### src/rtl/gpio_cap_pkg.sv
package gpio_cap_pkg;

    // Interrupt trigger selection, fixed at build time.
    typedef enum logic [1:0] {
        TRIG_RISE  = 2'd0,
        TRIG_FALL  = 2'd1,
        TRIG_BOTH  = 2'd2,
        TRIG_LEVEL = 2'd3
    } trig_mode_e;

    localparam int BUS_W  = 32;
    localparam int WORD_W = 3;

    // Word addresses of the register set.
    localparam logic [WORD_W-1:0] W_DATA = 3'd0;
    localparam logic [WORD_W-1:0] W_DIR  = 3'd1;
    localparam logic [WORD_W-1:0] W_MASK = 3'd2;
    localparam logic [WORD_W-1:0] W_CAPT = 3'd3;

    function automatic logic is_edge_mode(trig_mode_e m);
        return m != TRIG_LEVEL;
    endfunction

endpackage

### src/rtl/gpio_in_sync.sv
// Two-flop synchroniser plus edge qualification for every pin.
module gpio_in_sync
    import gpio_cap_pkg::*;
#(
    parameter int         N       = 32,
    parameter trig_mode_e TRIGGER = TRIG_RISE
) (
    input  logic         clk,
    input  logic         rst_n,
    input  logic [N-1:0] pin_in,
    output logic [N-1:0] level_o,
    output logic [N-1:0] edge_o
);

    logic [N-1:0] meta_q;
    logic [N-1:0] sync_q;
    logic [N-1:0] prev_q;

    always_ff @(posedge clk) begin
        if (!rst_n) begin
            meta_q <= '0;
            sync_q <= '0;
            prev_q <= '0;
        end else begin
            meta_q <= pin_in;
            sync_q <= meta_q;
            prev_q <= sync_q;
        end
    end

    assign level_o = sync_q;

    // The trigger parameter picks the edge qualifier.
    generate
        case (TRIGGER)
            TRIG_RISE:  begin : g_rise
                assign edge_o = sync_q & ~prev_q;
            end
            TRIG_FALL:  begin : g_fall
                assign edge_o = ~sync_q & prev_q;
            end
            TRIG_BOTH:  begin : g_both
                assign edge_o = sync_q ^ prev_q;
            end
            default:    begin : g_level
                assign edge_o = '0;
            end
        endcase
    endgenerate

endmodule

### src/rtl/gpio_capture_bank.sv
// Per-pin sticky capture bits, cleared by writing ones; set wins.
module gpio_capture_bank #(
    parameter int N = 32
) (
    input  logic         clk,
    input  logic         rst_n,
    input  logic [N-1:0] edge_i,
    input  logic [N-1:0] clr_i,
    output logic [N-1:0] cap_o
);

    logic [N-1:0] cap_q;

    always_ff @(posedge clk) begin
        if (!rst_n) cap_q <= '0;
        else        cap_q <= (cap_q & ~clr_i) | edge_i;
    end

    assign cap_o = cap_q;

    // an uncleared bit keeps its value
    a_r9_sticky_hold: assert property (@(posedge clk) disable iff (!rst_n)
        1'b1 |=> ((cap_q & $past(cap_q & ~clr_i)) == $past(cap_q & ~clr_i)));

    // a detected edge is never lost, even against a clear
    a_r10_edge_kept: assert property (@(posedge clk) disable iff (!rst_n)
        1'b1 |=> ((cap_q & $past(edge_i)) == $past(edge_i)));

endmodule

### src/rtl/gpio_reg_file.sv
// Bus decode, storage for data/direction/mask, clear strobe and readback.
module gpio_reg_file
    import gpio_cap_pkg::*;
#(
    parameter int N = 32
) (
    input  logic              clk,
    input  logic              rst_n,
    input  logic              bus_stb,
    input  logic              bus_we,
    input  logic [WORD_W-1:0] bus_addr,
    input  logic [BUS_W-1:0]  bus_wdata,
    input  logic [N-1:0]      level_i,
    input  logic [N-1:0]      cap_i,
    output logic [N-1:0]      out_o,
    output logic [N-1:0]      dir_o,
    output logic [N-1:0]      mask_o,
    output logic [N-1:0]      clr_o,
    output logic [BUS_W-1:0]  rdata_o
);

    localparam logic [BUS_W-1:0] PIN_MASK =
        (N >= BUS_W) ? {BUS_W{1'b1}} : ((BUS_W'(1) << N) - BUS_W'(1));

    logic [N-1:0]     out_q, dir_q, mask_q;
    logic [BUS_W-1:0] rdata_q;
    logic [N-1:0]     read_sel;
    logic [BUS_W-1:0] read_ext;
    logic             read_hit;
    logic             wr_en, rd_en;

    assign wr_en = bus_stb &  bus_we;
    assign rd_en = bus_stb & ~bus_we;

    always_ff @(posedge clk) begin
        if (!rst_n) begin
            out_q  <= '0;
            dir_q  <= '0;
            mask_q <= '0;
        end else if (wr_en) begin
            if (bus_addr == W_DATA) out_q  <= bus_wdata[N-1:0];
            if (bus_addr == W_DIR)  dir_q  <= bus_wdata[N-1:0];
            if (bus_addr == W_MASK) mask_q <= bus_wdata[N-1:0];
        end
    end

    assign clr_o = (wr_en && bus_addr == W_CAPT) ? bus_wdata[N-1:0] : '0;

    always_comb begin
        read_hit = 1'b1;
        unique case (bus_addr)
            W_DATA:  read_sel = level_i;
            W_DIR:   read_sel = dir_q;
            W_MASK:  read_sel = mask_q;
            W_CAPT:  read_sel = cap_i;
            default: begin
                read_sel = '0;
                read_hit = 1'b0;
            end
        endcase
        read_ext         = '0;
        read_ext[N-1:0]  = read_hit ? read_sel : '0;
    end

    always_ff @(posedge clk) begin
        if (!rst_n)     rdata_q <= '0;
        else if (rd_en) rdata_q <= read_ext;
    end

    assign out_o   = out_q;
    assign dir_o   = dir_q;
    assign mask_o  = mask_q;
    assign rdata_o = rdata_q;

    // unmapped words read as zero
    a_r2_unmapped_zero: assert property (@(posedge clk) disable iff (!rst_n)
        (rd_en && bus_addr > W_CAPT) |=> (rdata_o == '0));

    // nothing above the pin count ever reaches the bus
    a_r5_upper_zero: assert property (@(posedge clk) disable iff (!rst_n)
        ((rdata_o & ~PIN_MASK) == '0));

    // direction follows the last write
    a_r4_dir_written: assert property (@(posedge clk) disable iff (!rst_n)
        (wr_en && bus_addr == W_DIR) |=> (dir_o == $past(bus_wdata[N-1:0])));

endmodule

### src/rtl/gpio_capture_port.sv
// Top: parallel I/O port with build-time interrupt trigger mode.
module gpio_capture_port
    import gpio_cap_pkg::*;
#(
    parameter int         PIN_COUNT = 32,
    parameter trig_mode_e TRIGGER   = TRIG_RISE
) (
    input  logic                 clk,
    input  logic                 rst_n,
    input  logic                 bus_stb,
    input  logic                 bus_we,
    input  logic [2:0]           bus_addr,
    input  logic [31:0]          bus_wdata,
    output logic [31:0]          bus_rdata,
    input  logic [PIN_COUNT-1:0] pin_in,
    output logic [PIN_COUNT-1:0] pin_out,
    output logic [PIN_COUNT-1:0] pin_oe,
    output logic                 irq
);

    localparam logic EDGE_MODE = is_edge_mode(TRIGGER);

    logic [PIN_COUNT-1:0] level_w, edge_w, cap_w, clr_w, mask_w;
    logic                 irq_d, irq_q;

    gpio_in_sync #(.N(PIN_COUNT), .TRIGGER(TRIGGER)) u_sync (
        .clk     (clk),
        .rst_n   (rst_n),
        .pin_in  (pin_in),
        .level_o (level_w),
        .edge_o  (edge_w)
    );

    gpio_capture_bank #(.N(PIN_COUNT)) u_capt (
        .clk    (clk),
        .rst_n  (rst_n),
        .edge_i (edge_w),
        .clr_i  (clr_w),
        .cap_o  (cap_w)
    );

    gpio_reg_file #(.N(PIN_COUNT)) u_regs (
        .clk       (clk),
        .rst_n     (rst_n),
        .bus_stb   (bus_stb),
        .bus_we    (bus_we),
        .bus_addr  (bus_addr),
        .bus_wdata (bus_wdata),
        .level_i   (level_w),
        .cap_i     (cap_w),
        .out_o     (pin_out),
        .dir_o     (pin_oe),
        .mask_o    (mask_w),
        .clr_o     (clr_w),
        .rdata_o   (bus_rdata)
    );

    generate
        if (EDGE_MODE) begin : g_irq_edge
            assign irq_d = |(cap_w & mask_w);
        end else begin : g_irq_level
            assign irq_d = |(level_w & mask_w);
        end
    endgenerate

    always_ff @(posedge clk) begin
        if (!rst_n) irq_q <= 1'b0;
        else        irq_q <= irq_d;
    end

    assign irq = irq_q;

    generate
        if (EDGE_MODE) begin : g_chk_edge
            // interrupt tracks masked capture one cycle later
            a_r11_irq_capture: assert property (@(posedge clk) disable iff (!rst_n)
                1'b1 |=> (irq == $past(|(cap_w & mask_w))));
        end else begin : g_chk_level
            // interrupt tracks masked levels; capture stays idle
            a_r12_irq_level: assert property (@(posedge clk) disable iff (!rst_n)
                1'b1 |=> (irq == $past(|(level_w & mask_w))));
            a_r12_capture_idle: assert property (@(posedge clk) disable iff (!rst_n)
                (cap_w == '0));
        end
    endgenerate

endmodule

### config.mk
export PLATFORM = sky130hd
export DESIGN_NAME = gpio_capture_port
export DESIGN_NICKNAME = d
export VERILOG_FILES = /design/src/rtl/gpio_cap_pkg.sv /design/src/rtl/gpio_in_sync.sv /design/src/rtl/gpio_capture_bank.sv /design/src/rtl/gpio_reg_file.sv /design/src/rtl/gpio_capture_port.sv
export SDC_FILE = /design/constraint.sdc
export NUM_CORES = 1
export LEC_CHECK = 0
export BUFFER_PORTS_ARGS = -buffer_cell sky130_fd_sc_hd__buf_2
export CAP_MARGIN = 5
export CORE_MARGIN = 5
export CORE_UTILIZATION = 56
export DETAILED_ROUTE_END_ITERATION = 10
export GPL_TIMING_DRIVEN = 0
export PLACE_DENSITY_LB_ADDON = 0.2
export SLEW_MARGIN = 10
export SYNTH_ARGS = -nofsm -noshare
export SYNTH_HDL_FRONTEND = slang
export SYNTH_SLANG_ARGS = --single-unit
export TNS_END_PERCENT = 100
### constraint.sdc
create_clock -name clk -period 1.78 [get_ports clk]
set_input_delay 0.267 -clock clk [delete_from_list [all_inputs] [get_ports clk]]
set_output_delay 0.267 -clock clk [all_outputs]
set_load 0.01 [all_outputs]
# == Yosys cells after proc, flatten, opt, wreduce, memory -nomap -nowiden ==
# Cells that the tools add are included.
# word_totals
register_bits,257
output_inout_bits,97
# op_classes
eq_ne,3
n_mux,4
bitwise_logic,9
n_reduce_logical,7
# op_table
operator,count
$pmux W32 S4,1
$and A32 B32 Y32,3
$mux W32,2
$not A32 Y32,2
$or A32 B32 Y32,1
$reduce_or A32 Y1,1
$eq A3 B2 Y1 const B,2
$reduce_and A2 Y1,3
$reduce_or A4 Y1,1
$eq A3 B1 Y1 const B,1
$logic_not A3 Y1,1
$and A1 B1 Y1,2
$logic_and A1 B1 Y1,1
$mux W1,1
$not A1 Y1,1

# == Depth between registers and ports, before layout ==
# logic_depth
ltp_word,6
ltp_mapped,6
ltp_nobuf,3

# == Hierarchy ==
# Synthesis repeated with hierarchy kept, for this count alone.
# hier_totals
cells_unflattened,928
hier_area_um2,9749.4
# by_module_without_submodules
module,n_inst,cells_each,area_each_um2,seq_area_each_um2
gpio_reg_file,1,573,5649.2,2562.5
gpio_in_sync,1,234,2803.9,1921.8
gpio_capture_bank,1,99,1114.8,640.6
gpio_capture_port,1,22,181.4,20.0

# == Worst setup path after synthesis ==
# Ideal clock, no wire load.
# synth_timing
kind,input to register
from,input bus_addr[1]
to,register u_regs.dir_q[10] (netlist: u_regs.dir_o[10])
setup_ps,124
arrival_time_ps,1289
required_time_ps,1656
path_slack_ps,367
stages,5
path_buffers,2
path_cell_list,buf_4 or3b_2 clkbuf_1 o21ai_0 a21boi_0
# synth_via
elab_chain_cells,2
# synth_lines
element,line,source
"start, declared",gpio_capture_port.sv:12,"input logic [2:0] bus_addr,"
$eq A3 B1 Y1,gpio_reg_file.sv:42,if (bus_addr == W_DIR) dir_q <= bus_wdata[N-1:0];
$reduce_and A2 Y1 (no line),-,
"end signal, assigned",gpio_reg_file.sv:42,
"end, declared",gpio_reg_file.sv:25,"logic [N-1:0] out_q, dir_q, mask_q;"
# Every way passes these cells.
# A chain may end at the register's enable or synchronous reset.

# == Worst setup path in the final report ==
# layout_timing
from,input bus_addr[1]
to,register u_regs.rdata_q[30] (netlist: u_regs.rdata_o[30])
# layout_via
elab_chain_cells,4
elab_cells_between_ends,8
# layout_lines
element,line,source
$eq A3 B2 Y1 (tied with other cells),gpio_reg_file.sv:51,unique case (bus_addr)
$reduce_or A4 Y1 (no line),-,
$mux W1,gpio_reg_file.sv:51,
$mux W32 (*),gpio_reg_file.sv:62,read_ext[N-1:0] = read_hit ? read_sel : '0;
"end signal, assigned",gpio_reg_file.sv:67,else if (rd_en) rdata_q <= read_ext;
"end, declared",gpio_reg_file.sv:26,logic [BUS_W-1:0] rdata_q;
# Mark *: on every way between the ends. The rest lies on a longest branch, timed or not.

==> results.rst <==
.. list-table::
   :header-rows: 1

   * - Metric
     - Value
   * - Result of the run
     - complete, no violations
   * - Cell accounting for the most synthesized area
     - sky130_fd_sc_hd__dfxtp_1
   * - Antenna violations before repair
     - 2
   * - Worst reg2reg path startpoint
     - u_capt.cap_o[27]$_SDFF_PN0_
   * - TritonCTS Sinks
     - 257
   * - Most used flip-flop cell after synthesis
     - sky130_fd_sc_hd__dfxtp_1
   * - Layout fillers
     - ~1,500
   * - Final setup slack of the worst path
     - roughly 0.11 ns
   * - Total placed instance area
     - 11,580 µm²
   * - Cell chosen for the clock root
     - sky130_fd_sc_hd__clkbuf_16
   * - Final wirelength
     - 34.80 mm
   * - Most repeated cell in the gate-level netlist after synthesis
     - sky130_fd_sc_hd__dfxtp_1
   * - Transition time at the pin with the least slew margin
     - roughly 0.76 ns
   * - Worst setup slack for register-to-register paths
     - around 0.27 ns
   * - Hold violation count in the final report
     - 0
   * - Leakage
     - around 0.0051 µW
   * - Total area of sequential cells
     - around 5000 µm²
   * - Initial standard-cell utilization of the core
     - between 50% and 60%
   * - Post-DP HPWL
     - around 24 mm
   * - Number of cells produced by synthesis
     - ~1,100
   * - Total number of H-tree levels
     - 1
   * - Largest vdd supply drop
     - 0.9501 mV
   * - Worst slew margin relative to its limit
     - between 40% and 50%
   * - Count of boundary I/O pins
     - about 170
   * - Launch point of the critical path
     - bus_addr[1]
   * - Final #Nets
     - between 1,000 and 1,500
   * - Number of placement rows
     - 50
   * - Unrepaired setup endpoints after global routing
     - no
   * - Largest net degree at the start of global routing
     - 16
   * - Synth unique cells
     - 31
   * - Vertical die dimension
     - approximately 150 µm
   * - Number of cells on the worst hold path
     - 3
   * - Fin. max-slew vios
     - 0
   * - Shortest period the worst path allows
     - between 1.5 and 2 ns
   * - Total die area
     - around 21,000 µm²
   * - Maxcap violations
     - 0
   * - Via-per-instance ratio
     - ~6.3
   * - Number of placed instances with taps included
     - 1,476
   * - Proportion of netlist area held by the largest area contributor
     - between 40% and 50%
   * - Worst Path Required
     - about 2.2 ns
   * - First-pass iteration count of the detailed router
     - 5
   * - Insertion delay of the later-clocked pin in the worst-skew pair
     - 0.54 ns
   * - Sequential area share after synthesis
     - between 40% and 50%
   * - Cell area after synthesis
     - 10,450 µm²
   * - Per-instance average area after synthesis
     - 9.719 µm²
   * - Arrival time worst endpoint
     - ~2.1 ns
   * - Wire length of the first global-routing pass
     - around 54 mm
   * - Last weighted congestion value of the routability-driven placer
     - between 0.9 and 1
   * - Via count of the first global-routing pass
     - roughly 9,500
   * - Type of element capturing the critical path
     - register
   * - Power density of the placed cells
     - 1023 nW/µm²
   * - DRT antenna net count
     - 0
   * - Post-synth top cells
     - sky130_fd_sc_hd__dfxtp_1 (257), sky130_fd_sc_hd__and2_1 (97), sky130_fd_sc_hd__nand3_1 (96), sky130_fd_sc_hd__o21ai_0 (96), sky130_fd_sc_hd__clkbuf_1 (81)
   * - Share of cells above drive strength 1
     - 19.82%
   * - Final Instance Area
     - around 13,000 µm²
   * - Count of routing violations after the opening detailed-route iteration
     - about 980
   * - Worst-case reg-to-reg path depth
     - 3
   * - Startpoint-to-endpoint class of the critical path
     - input port to register
   * - Clock tree from TritonCTS
     - done
   * - Startpoint Class
     - input port
   * - Total congestion overflow
     - 0
   * - Yosys warns
     - 0
   * - Critical Path End
     - u_regs.rdata_o[30]$_SDFFE_PN0P_
   * - Fmax
     - roughly 0.6 GHz
   * - Count of input and output buffers
     - 167
   * - Post-CTS resize count
     - 0
   * - Post-synth EDFFs
     - 0
   * - Number of setup violations in the final report
     - 0
   * - Layout area overhead
     - 23.22%
   * - Synthesized Nets
     - around 1,100
   * - Number of non-filler instances in the completed layout
     - between 1,500 and 2,000
   * - Average wire per cell in the routed design
     - between 20 and 25 µm
   * - Core area
     - about 19,000 µm²
   * - Post-synthesis register bit count
     - 257
   * - Clock slew seen by the registers of the worst setup and hold paths
     - around 0.070 ns
   * - Most area-consuming cells after synthesis
     - sky130_fd_sc_hd__dfxtp_1 (49%), sky130_fd_sc_hd__and2_1 (5.8%), sky130_fd_sc_hd__a21boi_0 (5.3%)
   * - FFs w/ async S/R, synth
     - 0%
   * - Crit path max fanout
     - 10
   * - Num CTS Buffers
     - 26
   * - Detailed-route DRC error count
     - 0
   * - Total vias in the final route
     - around 9,800
   * - Setup skew after layout
     - between 0.008 and 0.009 ns
   * - Worst slack, placed
     - -0.3306 ns
   * - Die boundary width
     - 146.6 µm
   * - Class of the tightest hold or removal check
     - input port to register
   * - Number of buffers between clock root and the deepest sink
     - 3
   * - Portion of the clock cycle consumed by the worst path in the final layout
     - a little over nine tenths
   * - Area of the multi-input gates
     - between 4000 and 5000 µm²
   * - Core Util, Final
     - between 60% and 70%
   * - Endpoint of the lowest-slack register-to-register path
     - irq$_SDFF_PN0_
   * - Total track usage
     - a little under a third
-- worst max-delay path, cell delays in order --
cell and delay (ns):
sky130_fd_sc_hd__buf_2 0.13, sky130_fd_sc_hd__buf_2 0.26, sky130_fd_sc_hd__clkbuf_1 0.50, sky130_fd_sc_hd__nor4b_1 0.20
sky130_fd_sc_hd__a2111oi_0 0.58, sky130_fd_sc_hd__o2bb2ai_1 0.13
-- worst min-delay path by stage --
| stage | startpoint | endpoint |
|---|---|---|
| 6_report | bus_wdata[25] | u_regs.dir_o[25]$_SDFFE_PN0P_ |
| 5_1_grt | bus_wdata[25] | u_regs.dir_o[25]$_SDFFE_PN0P_ |
| 4_1_cts | bus_wdata[25] | u_regs.dir_o[25]$_SDFFE_PN0P_ |
| 3_5_place_dp | u_sync.meta_q[5]$_SDFF_PN0_ | u_sync.level_o[5]$_SDFF_PN0_ |
| 3_3_place_gp | u_sync.meta_q[6]$_SDFF_PN0_ | u_sync.level_o[6]$_SDFF_PN0_ |
| 2_1_floorplan | pin_in[0] | u_sync.meta_q[0]$_SDFF_PN0_ |
-- power breakdown --
group	switching (µW)	internal, µW	total, µW
registers	99.8	5910	6010
clock network	2340	3810	6150
logic	639	374	1010
total	3080	10100	13200
-- timing repair --
action                    in CTS  in global routing
hold endpoints to repair      32                  0
hold buffers                  32                  0
setup buffers                  0                  0
-- layout by cell type, fill, tap and decap left out, types with 33 or more instances in the layout --
| cell | instances |
|---|---|
| sky130_fd_sc_hd__dfxtp_1 | 257 |
| sky130_fd_sc_hd__nand3_1 | 96 |
| sky130_fd_sc_hd__o21ai_0 | 96 |
| sky130_fd_sc_hd__buf_2 | 190 |
| sky130_fd_sc_hd__clkbuf_1 | 85 |
| sky130_fd_sc_hd__a21boi_0 | 74 |
| sky130_fd_sc_hd__inv_1 | 33 |
| sky130_fd_sc_hd__and2_1 | 97 |
-- sequential cells by signal, summed over array words and instances (netlist names) --
register / cells
u_capt.cap_o: 32
u_sync.meta_q: 32
u_regs.mask_o: 32
u_regs.rdata_o: 32
u_sync.prev_q: 32
u_regs.out_o: 32
irq: 1
u_regs.dir_o: 32
u_sync.level_o: 32
-- cells by family (layout without fill, tap and decap cells) --
kind of cell | count (synthesis) | in the layout | synth area share, %
DFF | 257 | 257 | 49.25
AOI/OAI and AO/OA | 338 | 338 | 22.41
buffers and inverters | 146 | 393 | 5.772
and+or+nand+nor | 334 | 334 | 22.57
other | 0 | 2 | 0
-- layout make-up --
type / instances / area share [%]
repair buffers: 199 / 8.980
multi-input cells: 672 / 36.51
diodes: 2 / 0.03888
flip-flops and latches: 257 / 39.96
inverters: 33 / 0.9622
well taps: 234 / 2.274
clock buffers: 35 / 5.793
clock inverters: 13 / 1.759
plain buffers: 113 / 3.722
-- per-stage QoR --
stage	total power [µW]	setup TNS (ns)	hold slack, ns
after floorplan	6617	0	0.3943
after global placement	7044	-19.01	0.4132
after detailed placement	7058	-18.38	0.4187
after CTS	13150	0	0.01878
after global routing	13530	0	0.02518
final	13170	0	0.02958
-- metal layers --
layer  vias to the layer above  share of wire (%)  GRT usage (%)
li1                       4381                  -              -
met1                      4734                 41          42.06
met2                       556                 45          48.61
met3                       106                9.9          6.487
met4                         4                4.5          13.92
met5                         -               0.13          1.136
Power figures use the tool's default switching activity.
